<file path="src/rtl/agu_pkg.sv">
package agu_pkg;
   typedef enum logic [1:0] {
      AGU_POST = 2'd0,
      AGU_PRE  = 2'd1,
      AGU_CIRC = 2'd2,
      AGU_REV  = 2'd3
   } agu_mode_e;
endpackage

</file>
<file path="src/rtl/agu_revadd.sv">
// Adder whose carry chain runs from the MSB toward the LSB.
module agu_revadd #(
   parameter int AW = 16
) (
   input  logic [AW-1:0] a,
   input  logic [AW-1:0] b,
   output logic [AW-1:0] y
);
   logic [AW-1:0] a_r, b_r, s_r;

   for (genvar i = 0; i < AW; i++) begin : g_flip
      assign a_r[i] = a[AW-1-i];
      assign b_r[i] = b[AW-1-i];
      assign y[i]   = s_r[AW-1-i];
   end

   assign s_r = a_r + b_r;
endmodule

</file>
<file path="src/rtl/agu_circ.sv">
// Circular-window next-pointer computation over an inclusive [lo, hi] window.
module agu_circ #(
   parameter int AW = 16
) (
   input  logic [AW-1:0] ptr,
   input  logic [AW-1:0] step,
   input  logic [AW-1:0] lo,
   input  logic [AW-1:0] hi,
   output logic [AW-1:0] nxt
);
   localparam int EW = AW + 2;

   logic signed [EW-1:0] sum, len, lo_x, hi_x, res;

   always_comb begin
      lo_x = $signed({2'b00, lo});
      hi_x = $signed({2'b00, hi});
      len  = hi_x - lo_x + EW'(1);
      sum  = $signed({2'b00, ptr}) + $signed({{2{step[AW-1]}}, step});
      if (sum > hi_x)      res = sum - len;
      else if (sum < lo_x) res = sum + len;
      else                 res = sum;
      nxt = res[AW-1:0];
   end
endmodule

</file>
<file path="src/rtl/agu_unit.sv">
module agu_unit
   import agu_pkg::*;
#(
   parameter int AW      = 16,
   parameter bit HAS_REV = 1'b1
) (
   input  logic          clk,
   input  logic          rst_n,
   input  logic          cfg_wr,
   input  logic [1:0]    cfg_mode,
   input  logic [AW-1:0] cfg_base,
   input  logic [AW-1:0] cfg_step,
   input  logic [AW-1:0] cfg_lo,
   input  logic [AW-1:0] cfg_hi,
   input  logic          req,
   output logic [AW-1:0] addr,
   output logic          addr_vld
);
   agu_mode_e     mode_q;
   logic [AW-1:0] ptr_q, step_q, lo_q, hi_q;
   logic [AW-1:0] lin_nxt, circ_nxt, rev_nxt;
   logic [AW-1:0] out_val, ptr_nxt;

   assign lin_nxt = ptr_q + step_q;

   agu_circ #(.AW(AW)) u_circ (
      .ptr (ptr_q),
      .step(step_q),
      .lo  (lo_q),
      .hi  (hi_q),
      .nxt (circ_nxt)
   );

   if (HAS_REV) begin : g_rev
      agu_revadd #(.AW(AW)) u_rev (
         .a(ptr_q),
         .b(step_q),
         .y(rev_nxt)
      );
   end else begin : g_norev
      assign rev_nxt = lin_nxt;
   end

   always_comb begin
      unique case (mode_q)
         AGU_PRE:  begin out_val = lin_nxt; ptr_nxt = lin_nxt;  end
         AGU_CIRC: begin out_val = ptr_q;   ptr_nxt = circ_nxt; end
         AGU_REV:  begin out_val = ptr_q;   ptr_nxt = rev_nxt;  end
         default:  begin out_val = ptr_q;   ptr_nxt = lin_nxt;  end
      endcase
   end

   always_ff @(posedge clk or negedge rst_n) begin
      if (!rst_n) begin
         mode_q   <= AGU_POST;
         ptr_q    <= '0;
         step_q   <= '0;
         lo_q     <= '0;
         hi_q     <= '0;
         addr     <= '0;
         addr_vld <= 1'b0;
      end else if (cfg_wr) begin
         mode_q   <= agu_mode_e'(cfg_mode);
         ptr_q    <= cfg_base;
         step_q   <= cfg_step;
         lo_q     <= cfg_lo;
         hi_q     <= cfg_hi;
         addr_vld <= 1'b0;
      end else if (req) begin
         ptr_q    <= ptr_nxt;
         addr     <= out_val;
         addr_vld <= 1'b1;
      end else begin
         addr_vld <= 1'b0;
      end
   end
endmodule

</file>
<file path="src/rtl/dual_agu.sv">
module dual_agu #(
   parameter int AW      = 16,
   parameter int NUNITS  = 2,
   parameter bit HAS_REV = 1'b1
) (
   input  logic                         clk,
   input  logic                         rst_n,
   input  logic [NUNITS-1:0]            cfg_wr,
   input  logic [NUNITS-1:0][1:0]       cfg_mode,
   input  logic [NUNITS-1:0][AW-1:0]    cfg_base,
   input  logic [NUNITS-1:0][AW-1:0]    cfg_step,
   input  logic [NUNITS-1:0][AW-1:0]    cfg_lo,
   input  logic [NUNITS-1:0][AW-1:0]    cfg_hi,
   input  logic [NUNITS-1:0]            req,
   output logic [NUNITS-1:0][AW-1:0]    addr,
   output logic [NUNITS-1:0]            addr_vld
);
   if (AW < 2) begin : g_bad_aw
      $error("dual_agu: AW must be at least 2");
   end
   if (NUNITS < 1) begin : g_bad_nu
      $error("dual_agu: NUNITS must be at least 1");
   end

   for (genvar u = 0; u < NUNITS; u++) begin : g_unit
      agu_unit #(.AW(AW), .HAS_REV(HAS_REV)) u_agu (
         .clk     (clk),
         .rst_n   (rst_n),
         .cfg_wr  (cfg_wr[u]),
         .cfg_mode(cfg_mode[u]),
         .cfg_base(cfg_base[u]),
         .cfg_step(cfg_step[u]),
         .cfg_lo  (cfg_lo[u]),
         .cfg_hi  (cfg_hi[u]),
         .req     (req[u]),
         .addr    (addr[u]),
         .addr_vld(addr_vld[u])
      );
   end
endmodule

</file>
<file path="config.mk">
export PLATFORM = sky130hd
export DESIGN_NAME = dual_agu
export DESIGN_NICKNAME = d
export VERILOG_FILES = /design/src/rtl/agu_pkg.sv /design/src/rtl/agu_revadd.sv /design/src/rtl/agu_circ.sv /design/src/rtl/agu_unit.sv /design/src/rtl/dual_agu.sv
export SDC_FILE = /design/constraint.sdc
export NUM_CORES = 1
export LEC_CHECK = 0
export ABC_CLOCK_PERIOD_IN_PS = 5400
export BUFFER_PORTS_ARGS = -buffer_cell sky130_fd_sc_hd__buf_2
export CAP_MARGIN = 20
export CORE_ASPECT_RATIO = 1.4
export CORE_UTILIZATION = 40
export DETAILED_ROUTE_END_ITERATION = 16
export GPL_TIMING_DRIVEN = 1
export PLACE_DENSITY = 0.57
export SLEW_MARGIN = 15
export SYNTH_ARGS = -nofsm -noshare
export SYNTH_HDL_FRONTEND = slang
export SYNTH_SLANG_ARGS = --single-unit
</file>
<file path="constraint.sdc">
create_clock -name clk -period 5.4 [get_ports clk]
set_input_delay 0.27 -clock clk [delete_from_list [all_inputs] [get_ports clk]]
set_output_delay 0.27 -clock clk [all_outputs]
set_load 0.02 [all_outputs]
</file>
# Word level (Yosys, flattened, before mapping)
# Cells that the tools add are included.
[totals] ff_bits=166 in_bits=138 out_inout_bits=34 wordCells=60
[classes] add_sub_neg=14 n_lt_le_gt_ge=4 eq_ne=6 mux=16 n_bitwise=2 n_reduce_logical=4
[op_table] op="16-bit 2-to-1 mux" count=10
[op_table] op="16-bit adder" count=6
[op_table] op="16-bit one-hot mux with 2 select lines" count=2
[op_table] op="16-bit subtractor" count=4
[op_table] op="17-bit by 16-bit adder with 18-bit output" count=2
[op_table] op="18-bit by 17-bit greater-than comparator with 1-bit output" count=2
[op_table] op="18-bit by 17-bit < comparator with 1-bit output" count=2
[op_table] op="16-bit by 2-bit adder with 16-bit output, second input constant" count=2
[op_table] op="2-bit equality test, second input constant" count=4
[op_table] op="2-bit by 1-bit equality test with 1-bit output, second input constant" count=2
[op_table] op="1-bit 2-to-1 mux" count=4
[op_table] op="2-bit AND reduction" count=2
[op_table] op="2-bit nonzero test" count=2
[op_table] op="1-bit inverter" count=2

# Longest topological paths before layout
# Gate-level depths: netlist of run 1.
[logic_depth] ltp_word=8 mapped_depth=23 depth_no_buf=23

# Hierarchy
# Synthesis of run 1 repeated with hierarchy kept, for this count alone.
[hier_totals] cells_unflattened=2125 hier_area_um2=18656.6
[modules_own_cells] mod="agu_unit" instances=2 cells_each=420 area_per_inst_um2=4499.3 seq_area_each_um2=2077.0
[modules_own_cells] mod="agu_circ (g_unit[0].u_agu.u_circ)" instances=1 cells_each=551 area_per_inst_um2=4090.2 seq_area_each_um2=0.0
[modules_own_cells] mod="agu_circ (g_unit[1].u_agu.u_circ)" instances=1 cells_each=532 area_per_inst_um2=4015.1 seq_area_each_um2=0.0
[modules_own_cells] mod="agu_revadd (g_unit[0].u_agu.g_rev.u_rev)" instances=1 cells_each=104 area_per_inst_um2=805.8 seq_area_each_um2=0.0
[modules_own_cells] mod="agu_revadd (g_unit[1].u_agu.g_rev.u_rev)" instances=1 cells_each=98 area_per_inst_um2=747.0 seq_area_each_um2=0.0

# Worst setup path before layout of run 1
# No wires, ideal clock.
[synth_path] path_kind="register to register" start="reg g_unit[1].u_agu.ptr_q[3]" end="reg g_unit[1].u_agu.ptr_q[7]" setup_time_ns=0.124 arrival_ns=4.847 required_ns=5.276 slack_ns=0.429 stages_incl_launch_ff=22 n_path_buf=2 period_less_slack_ns=4.971 cell_sequence="dfrtp_1 ha_1 buf_2 a21oi_1 nor2_1 or4b_1 a31o_2 a21oi_1 o21ai_0 xor2_1 ha_1 a21o_1 a21oi_1 o21ai_0 and3_1 a211o_1 o311ai_1 buf_2 o211ai_1 o211ai_1 a21oi_1 o31a_1"
[synth_via] elab_chain_cells=7 elab_cells_between_ends=11 classes_between="add/sub: 4; order compare: 2; mux: 5"
[synth_lines] element="start, declared" line_no="agu_unit.sv:20" text="logic [AW-1:0] ptr_q, step_q, lo_q, hi_q;"
[synth_lines] element="start signal, assigned" line_no="agu_unit.sv:64" text="ptr_q <= cfg_base;"
[synth_lines] element="start signal, assigned" line_no="agu_unit.sv:70" text="ptr_q <= ptr_nxt;"
[synth_lines] element="17-bit by 16-bit adder with 18-bit output" line_no="agu_circ.sv:19" text="sum = $signed({2'b00, ptr}) + $signed({{2{step[AW-1]}}, step});"
[synth_lines] element="16-bit adder / 18-bit by 17-bit < comparator with 1-bit output (equally long branches)" line_no="agu_circ.sv:21" text="else if (sum < lo_x) res = sum + len;"
[synth_lines] element="16-bit 2-to-1 mux" line_no="agu_circ.sv:21"
[synth_lines] element="16-bit 2-to-1 mux" line_no="agu_circ.sv:20" text="if (sum > hi_x) res = sum - len;"
[synth_lines] element="16-bit one-hot mux with 2 select lines *" line_no="agu_unit.sv:45" text="unique case (mode_q)"
[synth_lines] element="16-bit 2-to-1 mux *" line_no="agu_unit.sv:69" text="end else if (req) begin"
[synth_lines] element="16-bit 2-to-1 mux *" line_no="agu_unit.sv:62" text="end else if (cfg_wr) begin"
# Mark *: on every way between the ends. The rest lies on a longest branch, timed or not. The select of a mux whose other input is x is not followed.
# A chain may end at the register's enable or synchronous reset.

# Worst setup path in the final report of run 1
[layout_path] start="reg g_unit[1].u_agu.ptr_q[1]" end="reg g_unit[1].u_agu.ptr_q[7]"
# Same word-level chain as after synthesis.

==> reports/qor.txt, run 1 <==
Status: finished, final reports clean
Worst Setup End Kind: flip-flop
Peak supply drop: 0.0004314 V
DRT Pass-1 Iters: 7
CTS tree: built
IO Pins: 172
DP HPWL: 45.92 mm
Placed cells: 2685
Post-Route WL: 57.15 mm
Vias/cell: 5.647
Top-count cell post-synth: ha_1
DRC violations left: 0
Overall routing resource usage: 27.73%
Layout cells sized above 1: 18.26%
Grt met3 use: 3.040%
Worst-margin pin slew: 0.8639 ns
Post-synth top area share: 25.46%
ANT cells: 0
Top cells by area, synth: dfrtp_1, ha_1, a21oi_1
Met2 Use GR: 54.86%
Final Hold Vio Count: 0
DIE WIDTH: 172.7 um
FMAX: 193.7 MHz
Synth Area in XOR/XNOR: 5.053%
Fin cells: 2774
RePlAce Congestion: 0.9050
Largest family of logic cells by synthesized area: compound AO/OA/AOI/OAI gates
Slew headroom: 40.76%
Number of synthesized flops with an enable pin: 0
Min-delay worst type: in -> reg
Initial Utilization: 40.51%
Std-Cell Rows: 87
Max-Cap Viols: 0
#FFs+latches synth: 166
Fraction of registers with async set/reset: 100.0%
Setup tns final: 0 ns
Vias in the first global route: 16250
Clock slew at reported path FFs: 0.07 ns
Post-DRT Antenna Nets: 0
Worst Path Arrival: 5.52 ns
Clock Skew: 0.01112 ns
Post-synth top cells: ha_1, nand2_1, inv_1
Layout Nets: 2591
Critical path data required time: 5.76 ns
WHS: 0.01684 ns
Cell variety after synth: 97
Worst Reg-to-Reg Cells: 21
Hold path depth: 3
Via Count: 15660
Pwr dens: 589.7 mW/mm^2
H-tree Lvls: 4
Critical path cell sequence: ha_1, a21o_1, nand4_1, or4b_4, a31o_2, a21oi_2, o21ai_0, xor2_1, buf_4, ha_1, a21o_1, a21oi_1, o21ai_0, and3_1, a211o_4, o311ai_4, clkdlybuf4s15_2, o211ai_1, o211ai_1, a21oi_1, o31a_1
Area grow syn2layout: 19.90%
Clock Path Buffers: 2
Die area: 0.04162 sq mm
Clock root buffer: clkbuf_16
CTS Buf Count: 17
Post-layout min period: 5.162 ns
First-pass GRT wire length: 87.93 mm
Post-synthesis sequential area ratio: 25.46%
Fin. max-slew vios: 0
Post-synthesis mux area share: 3.512%
Die Span Y: 241.0 um
Port Buffers: 171
Critical Path Source Type: flip-flop
Mapped cell area: 0.01632 sq mm
Total gr overflow: 0
Synth Area in Compound Gates: 26.93%
Setup CP Type: reg -> reg
Core Footprint: 0.04028 sq mm
Antenna violations before repair: 0
Gr busiest metal: met2
M1 GR Usage: 25.84%
Simple-gate share of the synthesized area: 14.92%
CP Max Fanout: 5
Pin count of the biggest net entering global routing: 106
Syn. warnings: 0
Slowest CP cell: or4b_4
Syn Inst Count: 1969
Slowest stage delay, CP: 0.51 ns
Syn_nets: 2333
Avg Inst Size Synth: 8.287 sq um
Leak: 9.291 nW
Clock Sinks: 166
DR iter-0 viols: 862
Later-pin clock latency in the skew report: 0.48 ns
Final setup vio count: 0
Primary FF master, synth: dfrtp_1
Synth Area in Adders: 17.79%
WL/cell: 20.60 um
Final worst path period share: 95.60%
Synth area leader: dfrtp_1
## routing by layer
layer	vias up	part of all wire [%]
met5	-	0
met4	0	8.0
met2	360	54
met1	7484	35
li1	7644	-
met3	176	2.6
## flip-flops by register name (all words and copies together) (netlist names)
signal	count
g_unit.u_agu.lo_q	32
g_unit.u_agu.ptr_q	32
g_unit.u_agu.addr	32
g_unit.u_agu.hi_q	32
g_unit.u_agu.addr_vld	2
g_unit.u_agu.mode_q	4
g_unit.u_agu.step_q	32
## critical path, delay by kind of cell, from the launching register on
family	cells	cell delay, ns
buf+inv	2	0.49
flops	1	0.43
compound gates	13	2.50
fa+ha+maj	2	0.62
simple gates	3	0.83
xor+xnor	1	0.18
## final timing paths
check,start,to,slack (ns)
max in group asynchronous,rst_n,g_unit[1].u_agu.ptr_q[2]$_DFFE_PN0P_,3.99
min,cfg_lo[29],g_unit[1].u_agu.lo_q[13]$_DFFE_PN0P_,0.02
max reg2reg,g_unit[1].u_agu.ptr_q[1]$_DFFE_PN0P_,g_unit[1].u_agu.ptr_q[7]$_DFFE_PN0P_,0.24
min in group asynchronous,rst_n,g_unit[0].u_agu.hi_q[3]$_DFFE_PN0P_,0.35
max,g_unit[1].u_agu.ptr_q[1]$_DFFE_PN0P_,g_unit[1].u_agu.ptr_q[7]$_DFFE_PN0P_,0.24
min reg2reg,g_unit[1].u_agu.addr[7]$_DFFE_PN0P_,g_unit[1].u_agu.addr[7]$_DFFE_PN0P_,0.47
## through the flow
step           setup WS, ns  utilization [%]  area [sq um]  power [mW]
2_1_floorplan        0.4292                -         16320       7.247
6_report             0.2377            48.57         19560       11.54
5_1_grt            -0.01286            48.57         19560       12.48
3_5_place_dp       -0.07479            45.32         18260       9.970
4_1_cts             0.01191            48.13         19390       11.40
3_3_place_gp         0.1253            45.32         18260       9.930
## placed cells by master (no fill, tap or decap), types with 30 or more instances in the layout
cell,instances
a21o_1,45
a21oi_1,157
buf_2,168
buf_4,106
dfrtp_1,166
dlygate4sd3_1,51
ha_1,216
inv_1,167
mux2_2,34
nand2_1,183
nor2_1,116
nor3_1,54
o21ai_0,151
o21bai_1,30
xnor2_1,62
## timing repair
action | 4_1_cts | 5_1_grt
setup endpoints to repair | 6 | 30
gates cloned | 0 | 1
hold endpoints to repair | 111 | 0
resized for setup | 4 | 22
pin swaps | 0 | 3
buffers inserted | 0 | 4
hold buffers | 51 | 0
## power breakdown
part	internal (mW)	leakage, nW	total (mW)	switching (mW)
registers	1.43	1.98	1.59	0.157
clock network	0.715	0.287	1.31	0.592
logic	3.54	7.02	8.64	5.10
## logic make-up after synthesis
kind of cell / Yosys count
simple gates: 514
compound gates: 658
xor+xnor: 90
flops: 166
buf+inv: 262
fa+ha+maj: 226
mux: 53
## layout make-up
| cell class | count | area (sq um) |
|---|---|---|
| Timing Repair Buffer | 331 | 2248 |
| Inverter | 170 | 638.1 |
| Clock buffer | 21 | 460.4 |
| Fill cell | 4009 | 20710 |
| Sequential cell | 166 | 4154 |
| Multi-Input combinational cell | 1541 | 11260 |
| Clock inverter | 11 | 138.9 |
| Tap cell | 534 | 668.1 |
Note: power is estimated with default switching activity, not from simulation.
==> inputs of run 2 (changes only) <==
--- a/config.mk
+++ b/config.mk
@@ -11,9 +11,10 @@
 export CORE_ASPECT_RATIO = 1.4
 export CORE_UTILIZATION = 40
 export DETAILED_ROUTE_END_ITERATION = 16
-export GPL_TIMING_DRIVEN = 1
-export PLACE_DENSITY = 0.57
+export GPL_TIMING_DRIVEN = 0
+export PLACE_DENSITY = 0.56
 export SLEW_MARGIN = 15
 export SYNTH_ARGS = -nofsm -noshare
 export SYNTH_HDL_FRONTEND = slang
+export SYNTH_HIERARCHICAL = 1
 export SYNTH_SLANG_ARGS = --single-unit
==> run 2 against run 1 <==
  * Worst hold slack better by 0.0059 ns
  * Utilization up 0.088 points
  * Global-route usage down 2.8 points
  * First-iteration DRC count down 23%
  * Register-to-register slack worse by 0.21 ns
  * Critical endpoint is now g_unit[0].u_agu/ptr_q[15]$_DFFE_PN0P_
  * Largest cell class unchanged
  * Highest routed layer unchanged
==> reports/qor.txt, run 2 <==
Status: finished, final reports clean (unchanged)
Levels on crit path: 25 (was 21)
Overall routing resource usage: 24.98% (was 27.73%)
Worst-margin pin slew: 1.208 ns (was 0.8639 ns)
Worst Path Arrival: 5.75 ns (was 5.52 ns)
#FFs+latches synth: 166 (unchanged)
Top cells by area, synth: dfrtp_1, ha_1, mux2_2 (was dfrtp_1, ha_1, a21oi_1)
Clock Skew: 0.01221 ns (was 0.01112 ns)
DP HPWL: 47.06 mm (was 45.92 mm)
Mapped cell area: 0.01866 sq mm (was 0.01632 sq mm)
Total gr overflow: 0 (unchanged)
Post-Route WL: 59.16 mm (was 57.15 mm)
DRC violations left: 0 (unchanged)
Die Span Y: 257.5 um (was 241.0 um)
Post-synth top area share: 22.27% (was 25.46%)
Port Buffers: 167 (was 171)
Syn_nets: 2549 (was 2333)
Primary FF master, synth: dfrtp_1 (unchanged)
Fillers: 4484 (was 4009)
Setup CP Type: reg -> reg (unchanged)
Buf/Inv on CP: 4 (was 2)
Cell variety after synth: 91 (was 97)
CP Max Fanout: 8 (was 5)
R2r setup slk: 0.02 ns (was 0.24 ns)
FMAX: 186.0 MHz (was 193.7 MHz)
Reg-to-reg startpoint: g_unit[0].u_agu/ptr_q[1]$_DFFE_PN0P_ (was g_unit[1].u_agu.ptr_q[1]$_DFFE_PN0P_)
Clock slew at reported path FFs: 0.08 ns (was 0.07 ns)
Core Footprint: 0.04596 sq mm (was 0.04028 sq mm)
Critical Path Sink: g_unit[0].u_agu/ptr_q[15]$_DFFE_PN0P_ (was g_unit[1].u_agu.ptr_q[7]$_DFFE_PN0P_)
Worst Setup End Kind: flip-flop (unchanged)
Critical path data required time: 5.78 ns (was 5.76 ns)
Top-count cell post-synth: ha_1 (unchanged)
Slowest stage delay, CP: 0.46 ns (was 0.51 ns)
Fraction of registers with async set/reset: 100.0% (unchanged)
Final setup vio count: 0 (unchanged)
Final Hold Vio Count: 0 (unchanged)
Vias in the first global route: 17520 (was 16250)
Number of synthesized flops with an enable pin: 0 (unchanged)
CTS Buf Count: 17 (unchanged)
Final worst path period share: 99.56% (was 95.60%)
CTS tree: built (unchanged)
Vias/cell: 5.726 (was 5.647)
Clock Path Buffers: 2 (unchanged)
Min-delay worst type: in -> reg (unchanged)
Slowest CP cell: dfrtp_2 (was or4b_4)
DR iter-0 viols: 668 (was 862)
R2R Path End: g_unit[0].u_agu/ptr_q[15]$_DFFE_PN0P_ (was g_unit[1].u_agu.ptr_q[7]$_DFFE_PN0P_)
Unrepaired setup endpoints after global routing: true
Syn Inst Count: 2125 (was 1969)
Synth area leader: dfrtp_1 (unchanged)
Worst setup path startpoint: g_unit[0].u_agu/ptr_q[1]$_DFFE_PN0P_ (was g_unit[1].u_agu.ptr_q[1]$_DFFE_PN0P_)
Max-Cap Viols: 0 (unchanged)
ANT cells: 0 (unchanged)
CP delay by family, top: compound AO/OA/AOI/OAI gates (unchanged)
Area grow syn2layout: 19.88% (was 19.90%)
Std-Cell Rows: 93 (was 87)
Post-synth top cells: ha_1, a21oi_1, dfrtp_1 (was ha_1, nand2_1, inv_1)
Via Count: 17190 (was 15660)
Pin count of the biggest net entering global routing: 95 (was 106)
Post-layout min period: 5.376 ns (was 5.162 ns)
Antenna violations before repair: 0 (unchanged)
Die area: 0.04752 sq mm (was 0.04162 sq mm)
Layout Nets: 2796 (was 2591)
DRT Pass-1 Iters: 5 (was 7)
Critical Path Source Type: flip-flop (unchanged)
Fin. max-slew vios: 0 (unchanged)
Commonest cells after routing, fill and taps aside: ha_1, buf_2, a21oi_1 (was ha_1, nand2_1, buf_2)
RePlAce Congestion: 0.9130 (was 0.9050)
Initial Utilization: 40.59% (was 40.51%)
Post-DRT Antenna Nets: 0 (unchanged)
WL/cell: 19.71 um (was 20.60 um)
Syn. warnings: 6 (was 0)
Later-pin clock latency in the skew report: 0.48 ns (about the same)
Setup tns final: 0 ns (unchanged)
Post-synthesis sequential area ratio: 22.27% (was 25.46%)
First-pass GRT wire length: 91.74 mm (was 87.93 mm)
IO Pins: 172 (unchanged)
Avg Inst Size Synth: 8.780 sq um (was 8.287 sq um)
Worst Reg-to-Reg Cells: 25 (was 21)
H-tree Lvls: 4 (unchanged)
DIE WIDTH: 184.5 um (was 172.7 um)
Most numerous cell on the critical path: a21oi_4
Clock Sinks: 166 (unchanged)
Clock root buffer: clkbuf_16 (unchanged)
Layout cells sized above 1: 24.86% (was 18.26%)
Slew headroom: 18.38% (was 40.76%)
Commonest non-fill, non-tap cell in the layout: ha_1 (unchanged)
==> run 2: cell types whose count changed in the layout (fill, tap and decap cells not counted), sizes merged, moves of 13 or more <==
cell,before,now
nand4,12,25
ha,216,274
mux2i,19,55
xor2,22,42
dlygate4sd3,51,14
buf,279,253
nand3,26,41
nand2,187,117
a211oi,18,33
mux2,34,109
clkbuf,21,56
o21ai,165,112
a21oi,164,200
==> run 2: logic make-up (layout without fill, tap and decap cells) <==
family	after synthesis	count (layout)	share of synthesized area (%)
AOI/OAI and AO/OA	672	672	25.01
adders and majority gates	286	286	19.66
muxes	164	164	9.530
xor gates and xnor gates	110	110	5.164
DFF	166	166	22.27
buffers and inverters	237	496	5.124
and+or+nand+nor	490	491	13.25
==> run 2: layout make-up <==
| type | count | area [sq um] | share of cell area [%] |
|---|---|---|---|
| inverters | 161 | 608.1 | 2.719 |
| clock inverters | 12 | 142.6 | 0.6377 |
| clock buffers | 20 | 446.7 | 1.997 |
| well taps | 617 | 772.0 | 3.452 |
| flip-flops and latches | 166 | 4170 | 18.65 |
| plain buffers | 72 | 369.1 | 1.650 |
| repair buffers | 231 | 1388 | 6.204 |
| multi-input cells | 1723 | 14470 | 64.70 |
==> run 2: through the flow <==
step                setup slack, ns  instances  utilization, %  instance area, sq um  hold slack (ns)
floorplan                    0.3048       2125               -                 18660         -0.02559
global route                -0.1639       3002           48.66                 22370          0.01098
global placement             -1.174       2909           44.09                 20260           0.4740
CTS                       -0.005718       2973           46.90                 21560        0.0001009
finish                      0.02383       3002           48.66                 22370          0.02277
detailed placement           -1.296       2910           44.17                 20300           0.2926
==> run 2: layer usage <==
metal / vias to the layer above / track usage (%) / part of all wire, %
li1: 8421 / - / -
met1: 8191 / 24.11 / 36
met2: 418 / 49.00 / 55
met3: 159 / 3.145 / 3.1
met4: 0 / 15.67 / 5.9
met5: - / 0 / 0
==> run 2: what timing repair did <==
action                                 4_1_cts  5_1_grt
pin swaps                                   21       56
cloned                                       0        2
resized for setup                           88      126
setup endpoints to repair                   31       27
hold buffers                                14        0
setup buffers                               19       29
endpoints found under the hold margin       85        0
==> run 2: worst min path at each step <==
stage | from | endpoint | slack (ns) | cells after the start
after CTS | cfg_lo[22] | g_unit[1].u_agu/lo_q[6]$_DFFE_PN0P_ | 0.0001 | 2
final | cfg_step[30] | g_unit[1].u_agu/step_q[14]$_DFFE_PN0P_ | 0.02 | 2
after global routing | cfg_hi[27] | g_unit[1].u_agu/hi_q[11]$_DFFE_PN0P_ | 0.01 | 2
after floorplan | rst_n | g_unit[0].u_agu/addr[0]$_DFFE_PN0P_ | -0.03 | 0
after global placement | g_unit[0].u_agu/addr[5]$_DFFE_PN0P_ | g_unit[0].u_agu/addr[5]$_DFFE_PN0P_ | 0.47 | 1
after detailed placement | rst_n | g_unit[0].u_agu/hi_q[13]$_DFFE_PN0P_ | 0.29 | 1
Power of run 2 is not shown: default switching activity piles up to over one toggle a cycle in this logic, so the estimate is an artifact.
